### src/rtl/cfg_pkg.sv
package cfg_pkg;

    typedef enum logic [2:0] {
        ST_IDLE,
        ST_ADDR,
        ST_CMD,
        ST_COUNT,
        ST_DATA,
        ST_IGNORE
    } st_e;

    // Per-byte verdict at the end of eight data bits.
    typedef struct packed {
        logic ack;
        st_e  nxt;
    } dec_t;

    // Conditions seen on the synchronised bus.
    typedef struct packed {
        logic sda;
        logic scl_rise;
        logic scl_fall;
        logic start;
        logic stop;
    } bus_ev_t;

    localparam logic [7:0] CMD_CODE = 8'h00;

    function automatic logic [7:0] reg_default(int idx);
        case (idx)
            1:       return 8'h07;
            2:       return 8'h7F;
            3:       return 8'hC7;
            4:       return 8'h3F;
            default: return 8'h00;
        endcase
    endfunction

    function automatic logic [7:0] reg_wmask(int idx);
        case (idx)
            0:       return 8'hA8;
            1, 2:    return 8'h7F;
            3:       return 8'hFF;
            4, 5:    return 8'h3F;
            default: return 8'hFF;
        endcase
    endfunction

endpackage

### src/rtl/cfg_bus_sync.sv
module cfg_bus_sync
    import cfg_pkg::*;
#(
    parameter int STAGES = 2
) (
    input  logic    clk,
    input  logic    rst,
    input  logic    scl_i,
    input  logic    sda_i,
    output bus_ev_t ev
);
    logic [STAGES-1:0] scl_sh, sda_sh;
    logic scl_q, sda_q, scl_s, sda_s;

    always_ff @(posedge clk) begin
        if (rst) begin
            scl_sh <= '1;
            sda_sh <= '1;
            scl_q  <= 1'b1;
            sda_q  <= 1'b1;
        end else begin
            scl_sh <= {scl_sh[STAGES-2:0], scl_i};
            sda_sh <= {sda_sh[STAGES-2:0], sda_i};
            scl_q  <= scl_s;
            sda_q  <= sda_s;
        end
    end

    assign scl_s = scl_sh[STAGES-1];
    assign sda_s = sda_sh[STAGES-1];

    always_comb begin
        ev.sda      = sda_s;
        ev.scl_rise = scl_s & ~scl_q;
        ev.scl_fall = ~scl_s & scl_q;
        ev.start    = scl_s & scl_q & sda_q & ~sda_s;
        ev.stop     = scl_s & scl_q & ~sda_q & sda_s;
    end
endmodule

### src/rtl/cfg_byte_engine.sv
module cfg_byte_engine
    import cfg_pkg::*;
#(
    parameter logic [6:0] DEV_ADDR  = 7'h69,
    parameter int         MAX_COUNT = 32,
    parameter int         NUM_REGS  = 6,
    parameter int         CW        = 6
) (
    input  logic          clk,
    input  logic          rst,
    input  bus_ev_t       ev,
    output st_e           st_o,
    output logic          sda_oe,
    output logic          wr_en,
    output logic [CW-1:0] wr_idx,
    output logic [7:0]    wr_data
);
    st_e           st, pend;
    logic [7:0]    shreg;
    logic [3:0]    bitcnt;
    logic          in_ack;
    logic [CW-1:0] remain, idx;
    logic          byte_done;
    dec_t          dec;

    assign byte_done = ev.scl_fall && !in_ack && bitcnt == 4'd8
                       && !ev.start && !ev.stop
                       && st != ST_IDLE && st != ST_IGNORE;

    always_comb begin
        dec = '{ack: 1'b0, nxt: ST_IGNORE};
        case (st)
            ST_ADDR:  if (shreg == {DEV_ADDR, 1'b0}) dec = '{ack: 1'b1, nxt: ST_CMD};
            ST_CMD:   if (shreg == CMD_CODE)         dec = '{ack: 1'b1, nxt: ST_COUNT};
            ST_COUNT: if (shreg != 8'h00 && int'(shreg) <= MAX_COUNT)
                                                     dec = '{ack: 1'b1, nxt: ST_DATA};
            ST_DATA:  if (remain != '0)              dec = '{ack: 1'b1, nxt: ST_DATA};
            default: ;
        endcase
    end

    assign wr_en   = byte_done && st == ST_DATA && remain != '0
                     && int'(idx) < NUM_REGS;
    assign wr_idx  = idx;
    assign wr_data = shreg;
    assign st_o    = st;

    always_ff @(posedge clk) begin
        if (rst) begin
            st     <= ST_IDLE;
            pend   <= ST_IDLE;
            shreg  <= '0;
            bitcnt <= '0;
            in_ack <= 1'b0;
            sda_oe <= 1'b0;
            remain <= '0;
            idx    <= '0;
        end else if (ev.start) begin
            st     <= ST_ADDR;
            bitcnt <= '0;
            in_ack <= 1'b0;
            sda_oe <= 1'b0;
        end else if (ev.stop) begin
            st     <= ST_IDLE;
            bitcnt <= '0;
            in_ack <= 1'b0;
            sda_oe <= 1'b0;
        end else if (st != ST_IDLE && st != ST_IGNORE) begin
            if (in_ack) begin
                if (ev.scl_fall) begin
                    sda_oe <= 1'b0;
                    in_ack <= 1'b0;
                    st     <= pend;
                end
            end else if (ev.scl_rise && bitcnt < 4'd8) begin
                shreg  <= {shreg[6:0], ev.sda};
                bitcnt <= bitcnt + 4'd1;
            end else if (byte_done) begin
                bitcnt <= '0;
                if (dec.ack) begin
                    sda_oe <= 1'b1;
                    in_ack <= 1'b1;
                    pend   <= dec.nxt;
                end else begin
                    st <= ST_IGNORE;
                end
                if (st == ST_COUNT) begin
                    remain <= shreg[CW-1:0];
                    idx    <= '0;
                end else if (st == ST_DATA && dec.ack) begin
                    remain <= remain - 1'b1;
                    idx    <= idx + 1'b1;
                end
            end
        end
    end
endmodule

### src/rtl/cfg_reg_bank.sv
module cfg_reg_bank
    import cfg_pkg::*;
#(
    parameter int NUM_REGS = 6,
    parameter int CW       = 6
) (
    input  logic                  clk,
    input  logic                  rst,
    input  logic                  wr_en,
    input  logic [CW-1:0]         wr_idx,
    input  logic [7:0]            wr_data,
    input  logic                  stop_pin_n_i,
    input  logic [1:0]            strap_i,
    output logic [8*NUM_REGS-1:0] cfg_o
);
    logic [1:0] strap_q;

    always_ff @(posedge clk) begin
        if (rst) strap_q <= strap_i;
    end

    for (genvar g = 0; g < NUM_REGS; g++) begin : g_reg
        localparam logic [7:0] WMASK = reg_wmask(g);
        logic [7:0] q;

        always_ff @(posedge clk) begin
            if (rst)
                q <= reg_default(g);
            else if (wr_en && wr_idx == CW'(g))
                q <= (q & ~WMASK) | (wr_data & WMASK);
        end

        if (g == 0) begin : g_status
            assign cfg_o[7:0] = q | {3'b000, stop_pin_n_i, 1'b0, strap_q, 1'b1};
        end else begin : g_plain
            assign cfg_o[8*g +: 8] = q;
        end
    end
endmodule

### src/rtl/clkcfg_smbus_target.sv
module clkcfg_smbus_target
    import cfg_pkg::*;
#(
    parameter logic [6:0] DEV_ADDR  = 7'h69,
    parameter int         MAX_COUNT = 32,
    parameter int         NUM_REGS  = 6,
    parameter int         SYNC_STG  = 2
) (
    input  logic                  clk,
    input  logic                  rst,
    input  logic                  scl_i,
    input  logic                  sda_i,
    output logic                  sda_oe_o,
    input  logic                  stop_pin_n_i,
    input  logic [1:0]            strap_i,
    output logic [8*NUM_REGS-1:0] cfg_o
);
    localparam int CW = $clog2(MAX_COUNT + 1);

    bus_ev_t       ev;
    st_e           eng_st;
    logic          wr_en;
    logic [CW-1:0] wr_idx;
    logic [7:0]    wr_data;

    cfg_bus_sync #(.STAGES(SYNC_STG)) u_sync (
        .clk   (clk),
        .rst   (rst),
        .scl_i (scl_i),
        .sda_i (sda_i),
        .ev    (ev)
    );

    cfg_byte_engine #(
        .DEV_ADDR  (DEV_ADDR),
        .MAX_COUNT (MAX_COUNT),
        .NUM_REGS  (NUM_REGS),
        .CW        (CW)
    ) u_eng (
        .clk     (clk),
        .rst     (rst),
        .ev      (ev),
        .st_o    (eng_st),
        .sda_oe  (sda_oe_o),
        .wr_en   (wr_en),
        .wr_idx  (wr_idx),
        .wr_data (wr_data)
    );

    cfg_reg_bank #(.NUM_REGS(NUM_REGS), .CW(CW)) u_regs (
        .clk          (clk),
        .rst          (rst),
        .wr_en        (wr_en),
        .wr_idx       (wr_idx),
        .wr_data      (wr_data),
        .stop_pin_n_i (stop_pin_n_i),
        .strap_i      (strap_i),
        .cfg_o        (cfg_o)
    );
endmodule

### config.mk
export PLATFORM = sky130hd
export DESIGN_NAME = clkcfg_smbus_target
export DESIGN_NICKNAME = d
export VERILOG_FILES = /design/src/rtl/cfg_pkg.sv /design/src/rtl/cfg_bus_sync.sv /design/src/rtl/cfg_byte_engine.sv /design/src/rtl/cfg_reg_bank.sv /design/src/rtl/clkcfg_smbus_target.sv
export SDC_FILE = /design/constraint.sdc
export NUM_CORES = 1
export LEC_CHECK = 0
export BUFFER_PORTS_ARGS = -buffer_cell sky130_fd_sc_hd__buf_2
export CAP_MARGIN = 20
export CORE_MARGIN = 2
export CORE_UTILIZATION = 51
export CTS_CLUSTER_DIAMETER = 60
export DETAILED_ROUTE_END_ITERATION = 8
export PLACE_DENSITY = 0.76
export SLEW_MARGIN = 25
export SYNTH_ARGS = -nofsm -noshare
export SYNTH_HDL_FRONTEND = slang
export SYNTH_SLANG_ARGS = --single-unit
### constraint.sdc
create_clock -name clk -period 2.3 [get_ports clk]
set_clock_uncertainty 0.1 [all_clocks]
set_input_delay 0 -clock clk [delete_from_list [all_inputs] [get_ports clk]]
set_output_delay 0 -clock clk [all_outputs]
set_load 0.01 [all_outputs]
==> run metrics, run 1 <==
largest net degree at the start of global routing 37; total wire length about 7400 um; vias in the first global route 2709; yosys warns 0; fmax ~460 MHz; clk_lat worst skew roughly 350 ps; TritonCTS buffer count 9; Cell Rows 30; Final Setup Violations 0; Clock H-tree levels 3; uppermost layer routed met4; crit path cell chain or3_4, or4_4, a41o_4, o31ai_4, mux2_1; root buf cell clkbuf_8; Initial Util 51.9%; Clk pin slew, worst setup/hold paths 80 ps; sw power roughly 570 uW; worst-path maximum fanout 6; Sw Share between 20% and 30%; ys async rst share 0%; Fin Setup TNS 0 ps; commonest non-fill, non-tap cell in the layout dfxtp_1; initial antenna violation count 0; post-synthesis sequential area ratio 45.0%; xor/xnor cell area share of the yosys netlist 1.77%; GRT overflow 0; Max Cap Viol 0; clk buf depth 2; first-pass GRT wire length 12300 um; multiplexer area fraction after synthesis a little under an eighth; area grow syn2layout 18.5%; status finished clean; critical path start-end classification reg2reg; Main synth FF type dfxtp_1; clock network fraction of total power between 40% and 50%; Synth Area per Inst roughly 9.3 um2; worst-margin pin slew about 660 ps; drt via density roughly 5.5; register bit count reported by yosys 77; min-delay worst type in2reg; Metal-1 WL ~3500 um; Buf/Inv on CP 0; clk sink count between 70 and 80; fin nets approximately 450; vias between 2000 and 3000; Simple-Gate Fraction of Synth Area 18.8%; layout cell share with drive strength beyond 1 between 20% and 30%; Ports between 50 and 60; dpl cell area roughly 3800 um2; Initial DRT Pass Iterations 4; largest family of logic cells by synthesized area simple AND/OR/NAND/NOR gates; Die ar. roughly 7500 um2; synthesized area roughly 3500 um2; Core Region 6680 um2; Period Utilization, post-route 94.5%; max-slew violations 0; share of the core filled with cells 61.5%; WL met2 3470 um; leakage roughly 1.9 nW; global placer's final weighted congestion ~0.83; Top Family by Delay on Critical Path simple AND/OR/NAND/NOR gates; PwrDens roughly 630 nW/um2; initial DRC count 181; Post-Synth Adder-Cell Area ~2.9%; crit start category register; Pint just over 2 mW; post-route ant nets 0; WL met3 317 um; IO Port Bufs 45; WL/cell around 14 um; CTS tree built; CP Data Required Time ~2400 ps; maximum VDD drop between 0.4 and 0.5 mV; CP Capture Type register; most frequent cells in the layout 75 x dfxtp_1, 60 x nor2_1, 45 x buf_2; placed wire-length estimate between 5000 and 6000 um; Final Critical Period about 2200 ps; DRC Markers 0; Sequential Power Share 52.0%; Post-synth EDFFs 2; synth unique cells 57; post-synthesis compound-gate area fraction 13.9%; Logic pwr share 3.1%; Final Hold Fails 0; Power, Total 2.60 mW; Max stage delay on crit path roughly 430 ps; die height between 80 and 90 um; WP data arrival ~2300 ps; ANT cells 0; placed cells around 500; Cells after Synth 374; slowest CP cell or4_4; all-layer global routing usage about a fifth; Die Wd a little under 90 um; post-route cell area slightly above 4000 um2; Final Non-Filler Cells roughly 520; Slew headroom a little under three fifths
[per-layer routing]
| metal | track usage, % | vias to the layer above |
|---|---|---|
| met2 | 34.7 | 76 |
| met5 | 0 | - |
| li1 | - | 1400 |
| met1 | 26.3 | 1350 |
| met4 | 6.25 | 0 |
| met3 | 5.71 | 11 |
[worst paths after layout]
kind,from,end,slack (ps),cells past startpoint
hold reg to reg,u_sync.scl_sh[0],u_sync.scl_sh[1],310,1
hold / removal,rst,u_regs.g_reg[0].q[7],60,2
setup reg to reg,u_eng.wr_data[0],u_eng.st_o[0],130,5
setup / recovery,u_eng.wr_data[0],u_eng.st_o[0],130,5
[sequential cells by signal, indices dropped and copies added (netlist names), 3 cells and up]
register	count
u_eng.wr_data	8
u_regs.g.q	37
u_eng.pend	3
u_eng.st_o	3
u_eng.bitcnt	4
u_eng.remain	6
u_eng.wr_idx	6
[Yosys cell counts (all sizes together), types with 5 or more instances]
cell type / number / area share (%)
o211ai: 5 / 1.1
buf: 11 / 2.4
a211o: 7 / 1.8
nand4: 8 / 1.4
o21ai: 10 / 1.4
inv: 16 / 1.7
dfxtp: 75 / 43
a211oi: 6 / 1.4
or2: 8 / 1.4
nand2b: 8 / 1.4
nor2: 60 / 6.5
nand2: 22 / 2.4
mux2i: 39 / 11
xnor2: 5 / 1.3
clkbuf: 16 / 1.7
ha: 8 / 2.9
a21oi: 14 / 2.1
[per-stage QoR]
stage,hold slack [ps],worst slack (ps)
after floorplan,-8.23,130
after global placement,-99.9,84.6
after detailed placement,-99.9,-14.5
after CTS,60.5,30.0
after global routing,106,-1.08
final,63.4,126
[cells by family after synthesis]
| group | Yosys count |
|---|---|
| and+or+nand+nor | 133 |
| DFF | 77 |
| AOI/OAI and AO/OA | 64 |
| buffers and inverters | 43 |
| muxes | 40 |
| adders and majority gates | 8 |
| xor gates and xnor gates | 7 |
| other | 2 |
[what timing repair did]
item	CTS	global route
pin swaps	1	0
setup buffers	0	1
hold buffers	5	0
resized for setup	0	2
endpoints found under the hold margin	5	0
setup endpoints to repair	6	38
[power groups by stage]
| stage | Sequential [mW] | Combinational, mW | Clock, mW |
|---|---|---|---|
| 6_report | 1.35 | 0.0801 | 1.17 |
| 5_1_grt | 1.35 | 0.0883 | 1.23 |
| 4_1_cts | 1.35 | 0.0795 | 1.18 |
| 3_5_place_dp | 1.38 | 0.0720 | 0 |
| 3_3_place_gp | 1.38 | 0.0712 | 0 |
| 2_1_floorplan | 1.38 | 0.0621 | 0 |
[cell type report]
cell class / instances / area, um2
clock buffers: 10 / 138
clock inverters: 6 / 93.8
fillers: 559 / 2570
inverters: 16 / 60.1
multi-input cells: 260 / 1740
flip-flops and latches: 77 / 1560
well taps: 80 / 100
repair buffers: 67 / 415
No activity file was read; power rests on OpenSTA's default activity.
==> run 2: changes to the inputs <==
Settings changed: ABC_AREA set to 1, SETUP_SLACK_MARGIN set to 0.3.
==> run metrics, run 2 <==
WL/cell 13.2 um (-7.4%); Fin Setup TNS 0 ps (unchanged); maximum VDD drop 0.438 mV (-2.4%); top cells by count, synth 101 x nand2_1, 75 x dfxtp_1, 66 x nor2_1; Area contributors post-synth dfxtp_1 42%, nand2_1 11%, nor2_1 6.9%; layout cell share with drive strength beyond 1 21.4% (-0.12 points); Sequential Power Share 54.6% (+2.6 points); die height 87.9 um (+1.6%); Initial DRT Pass Iterations 5 (+1); crit start category register; slowest CP cell nor3_4; DRC Markers 0 (unchanged); leakage 2.09 nW (+11%); status finished clean; fmax 501 MHz (+8.9%); Cells after Synth 480 (+28%); Yosys top cell area share 41.9% (-1.4 points); vias in the first global route 2952 (+9.0%); crit path cell chain inv_2, ha_4, nand3_4, nor3_4, nand2_4, nor3_4, nand2_4, buf_12, nand2_1, o211ai_1; WP data arrival 2100 ps (-210 ps); Die Wd 87.9 um (+1.6%); CP Data Required Time 2410 ps (-30 ps); Final Setup Violations 0 (unchanged); fin nets 551 (+24%); post-synthesis sequential area ratio 43.5% (-1.5 points); CP Capture Type register; Period Utilization, post-route 86.8% (-7.7 points); first-pass GRT wire length 13000 um (+5.7%); most frequent cells in the layout 98 x nand2_1, 72 x dfxtp_1, 66 x nor2_1; synth unique cells 39 (-32%); TritonCTS buffer count 9 (unchanged); GRT overflow 0 (unchanged); Max stage delay on crit path 350 ps (-80 ps); clk buf depth 2 (unchanged); Buf/Inv on CP 2 (+2); IO Port Bufs 45 (unchanged); total wire length 8400 um (+14%); global placer's final weighted congestion 0.892 (+7.1%); Core Region 6790 um2 (+1.7%); CTS tree built; area grow syn2layout 18.4% (about the same); clock network fraction of total power 41.7% (-3.2 points); Ports 56 (unchanged); largest net degree at the start of global routing 46 (+24%); Final Non-Filler Cells 637 (+23%); synthesized area 3590 um2 (+3.4%); post-route ant nets 0 (unchanged); placed wire-length estimate 5720 um (+10%); Clock H-tree levels 3 (unchanged); Initial Util 52.8% (+0.85 points); all-layer global routing usage 21.5% (+0.74 points); Synth Area per Inst 7.47 um2 (-19%); max-slew violations 0 (unchanged); Cell Rows 30 (unchanged); Die ar. 7720 um2 (+3.2%); RSZ-0062 raised after global routing yes; clk_lat worst skew 340 ps (about the same); register bit count reported by yosys 77 (unchanged); vias 3242 (+14%); root buf cell clkbuf_8; Top Family by Delay on Critical Path simple AND/OR/NAND/NOR gates; placed cells 606 (+23%); Synth area leader dfxtp_1; Final Critical Period 2000 ps (-177 ps); Top reg by flops u_regs.g.q; critical path start-end classification reg2reg; initial DRC count 168 (-7.2%); Clk pin slew, worst setup/hold paths 80 ps (about the same); ANT cells 0 (unchanged); Logic pwr share 3.8% (+0.7 points); Final Hold Fails 0 (unchanged); min-delay worst type in2reg; Pint 1.91 mW (-5.6%); DP Worst Slack 300 ps (+314 ps); drt via density 5.09 (-7.4%); clk sink count 77 (unchanged); commonest non-fill, non-tap cell in the layout nand2_1; Main synth FF type dfxtp_1; max reg flops 37 (unchanged); ys async rst share 0% (unchanged); Post-synth EDFFs 2 (unchanged); worst-path maximum fanout 8 (+2); setup slack after layout 303 ps (+177 ps); count leader, synth nand2_1; initial antenna violation count 0 (unchanged); Max Cap Viol 0 (unchanged); PwrDens 585 nW/um2 (-7.4%); sw power 570 uW (-0.21%); yosys warns 0 (unchanged); Sw Share 23.0% (+0.97 points)
## run 2: changes by cell type in the layout (fill, tap and decap cells not counted), sizes merged, moves of 12 or more
cell / before / now
mux2i: 39 / 0
nand2: 22 / 111
a21oi: 14 / 26
inv: 18 / 58
nand3: 4 / 27
o21ai: 10 / 36
o211ai: 5 / 17
## run 2: power groups by stage
stage,clock (mW),combinational [mW],sequential [mW]
2_1_floorplan,0,0.0697,1.39
3_3_place_gp,0,0.0776,1.39
3_5_place_dp,0,0.0797,1.39
4_1_cts,1.04,0.0910,1.35
5_1_grt,1.09,0.105,1.36
6_report,1.03,0.0937,1.35
## run 2: kinds of logic after synthesis
| logic type | after synthesis | synth area share [%] |
|---|---|---|
| other | 2 | 0.209 |
| adder cells (fa/ha/maj) | 8 | 2.79 |
| AO/OA/AOI/OAI | 83 | 14.5 |
| flip-flops | 77 | 43.5 |
| AND/OR/NAND/NOR | 227 | 28.1 |
| buffers and inverters | 81 | 10.4 |
| XOR/XNOR | 2 | 0.489 |
## run 2: final timing paths
check                         from                   end  slack, ps  cells after the start
hold reg to reg   u_sync.scl_sh[0]      u_sync.scl_sh[1]        320                      1
setup / recovery   u_eng.bitcnt[1]  u_regs.g_reg[3].q[2]        300                     10
setup reg to reg   u_eng.bitcnt[1]  u_regs.g_reg[3].q[2]        300                     10
hold / removal          strap_i[1]     u_regs.strap_q[1]        270                      2
## run 2: cell type report
cell class / instances / area (um2)
timing repair buffer: 61 / 394
inverter: 58 / 220
fill: 581 / 2550
clock inverter: 5 / 58.8
clock buffer: 11 / 141
multi-input combinational: 329 / 1740
tap: 96 / 120
sequential: 77 / 1570
## run 2: worst reg2reg max path: stages (launching register included)
cell	delay (ps)
dfxtp_2	340
inv_2	80
ha_4	140
nand3_4	80
nor3_4	220
nand2_4	150
nor3_4	350
nand2_4	120
buf_12	150
nand2_1	60
o211ai_1	80
## run 2: metrics by stage
stage / hold slack (ps) / power (mW) / utilization (%) / cell area, um2
after global placement: -99.8 / 1.46 / 56.2 / 3820
after detailed placement: -99.8 / 1.47 / 56.2 / 3820
final: 270 / 2.48 / 62.5 / 4240
after CTS: 257 / 2.49 / 60.4 / 4100
after floorplan: -30.9 / 1.45 / - / 3610
after global routing: 275 / 2.56 / 62.5 / 4240
## run 2: metal layers
layer,track usage [%],share of wire [%]
met5,0,0
met1,25.7,43
met4,11.2,2.0
met3,5.09,4.6
met2,36.0,50
## run 2: timing repair
item                       4_1_cts  5_1_grt
hold endpoints to repair        11        0
gates resized for setup          1       22
hold buffers                     8        0
setup endpoints to repair        1       39
buffers inserted                 0        6
cloned                           0        1
pin swaps                        0        7
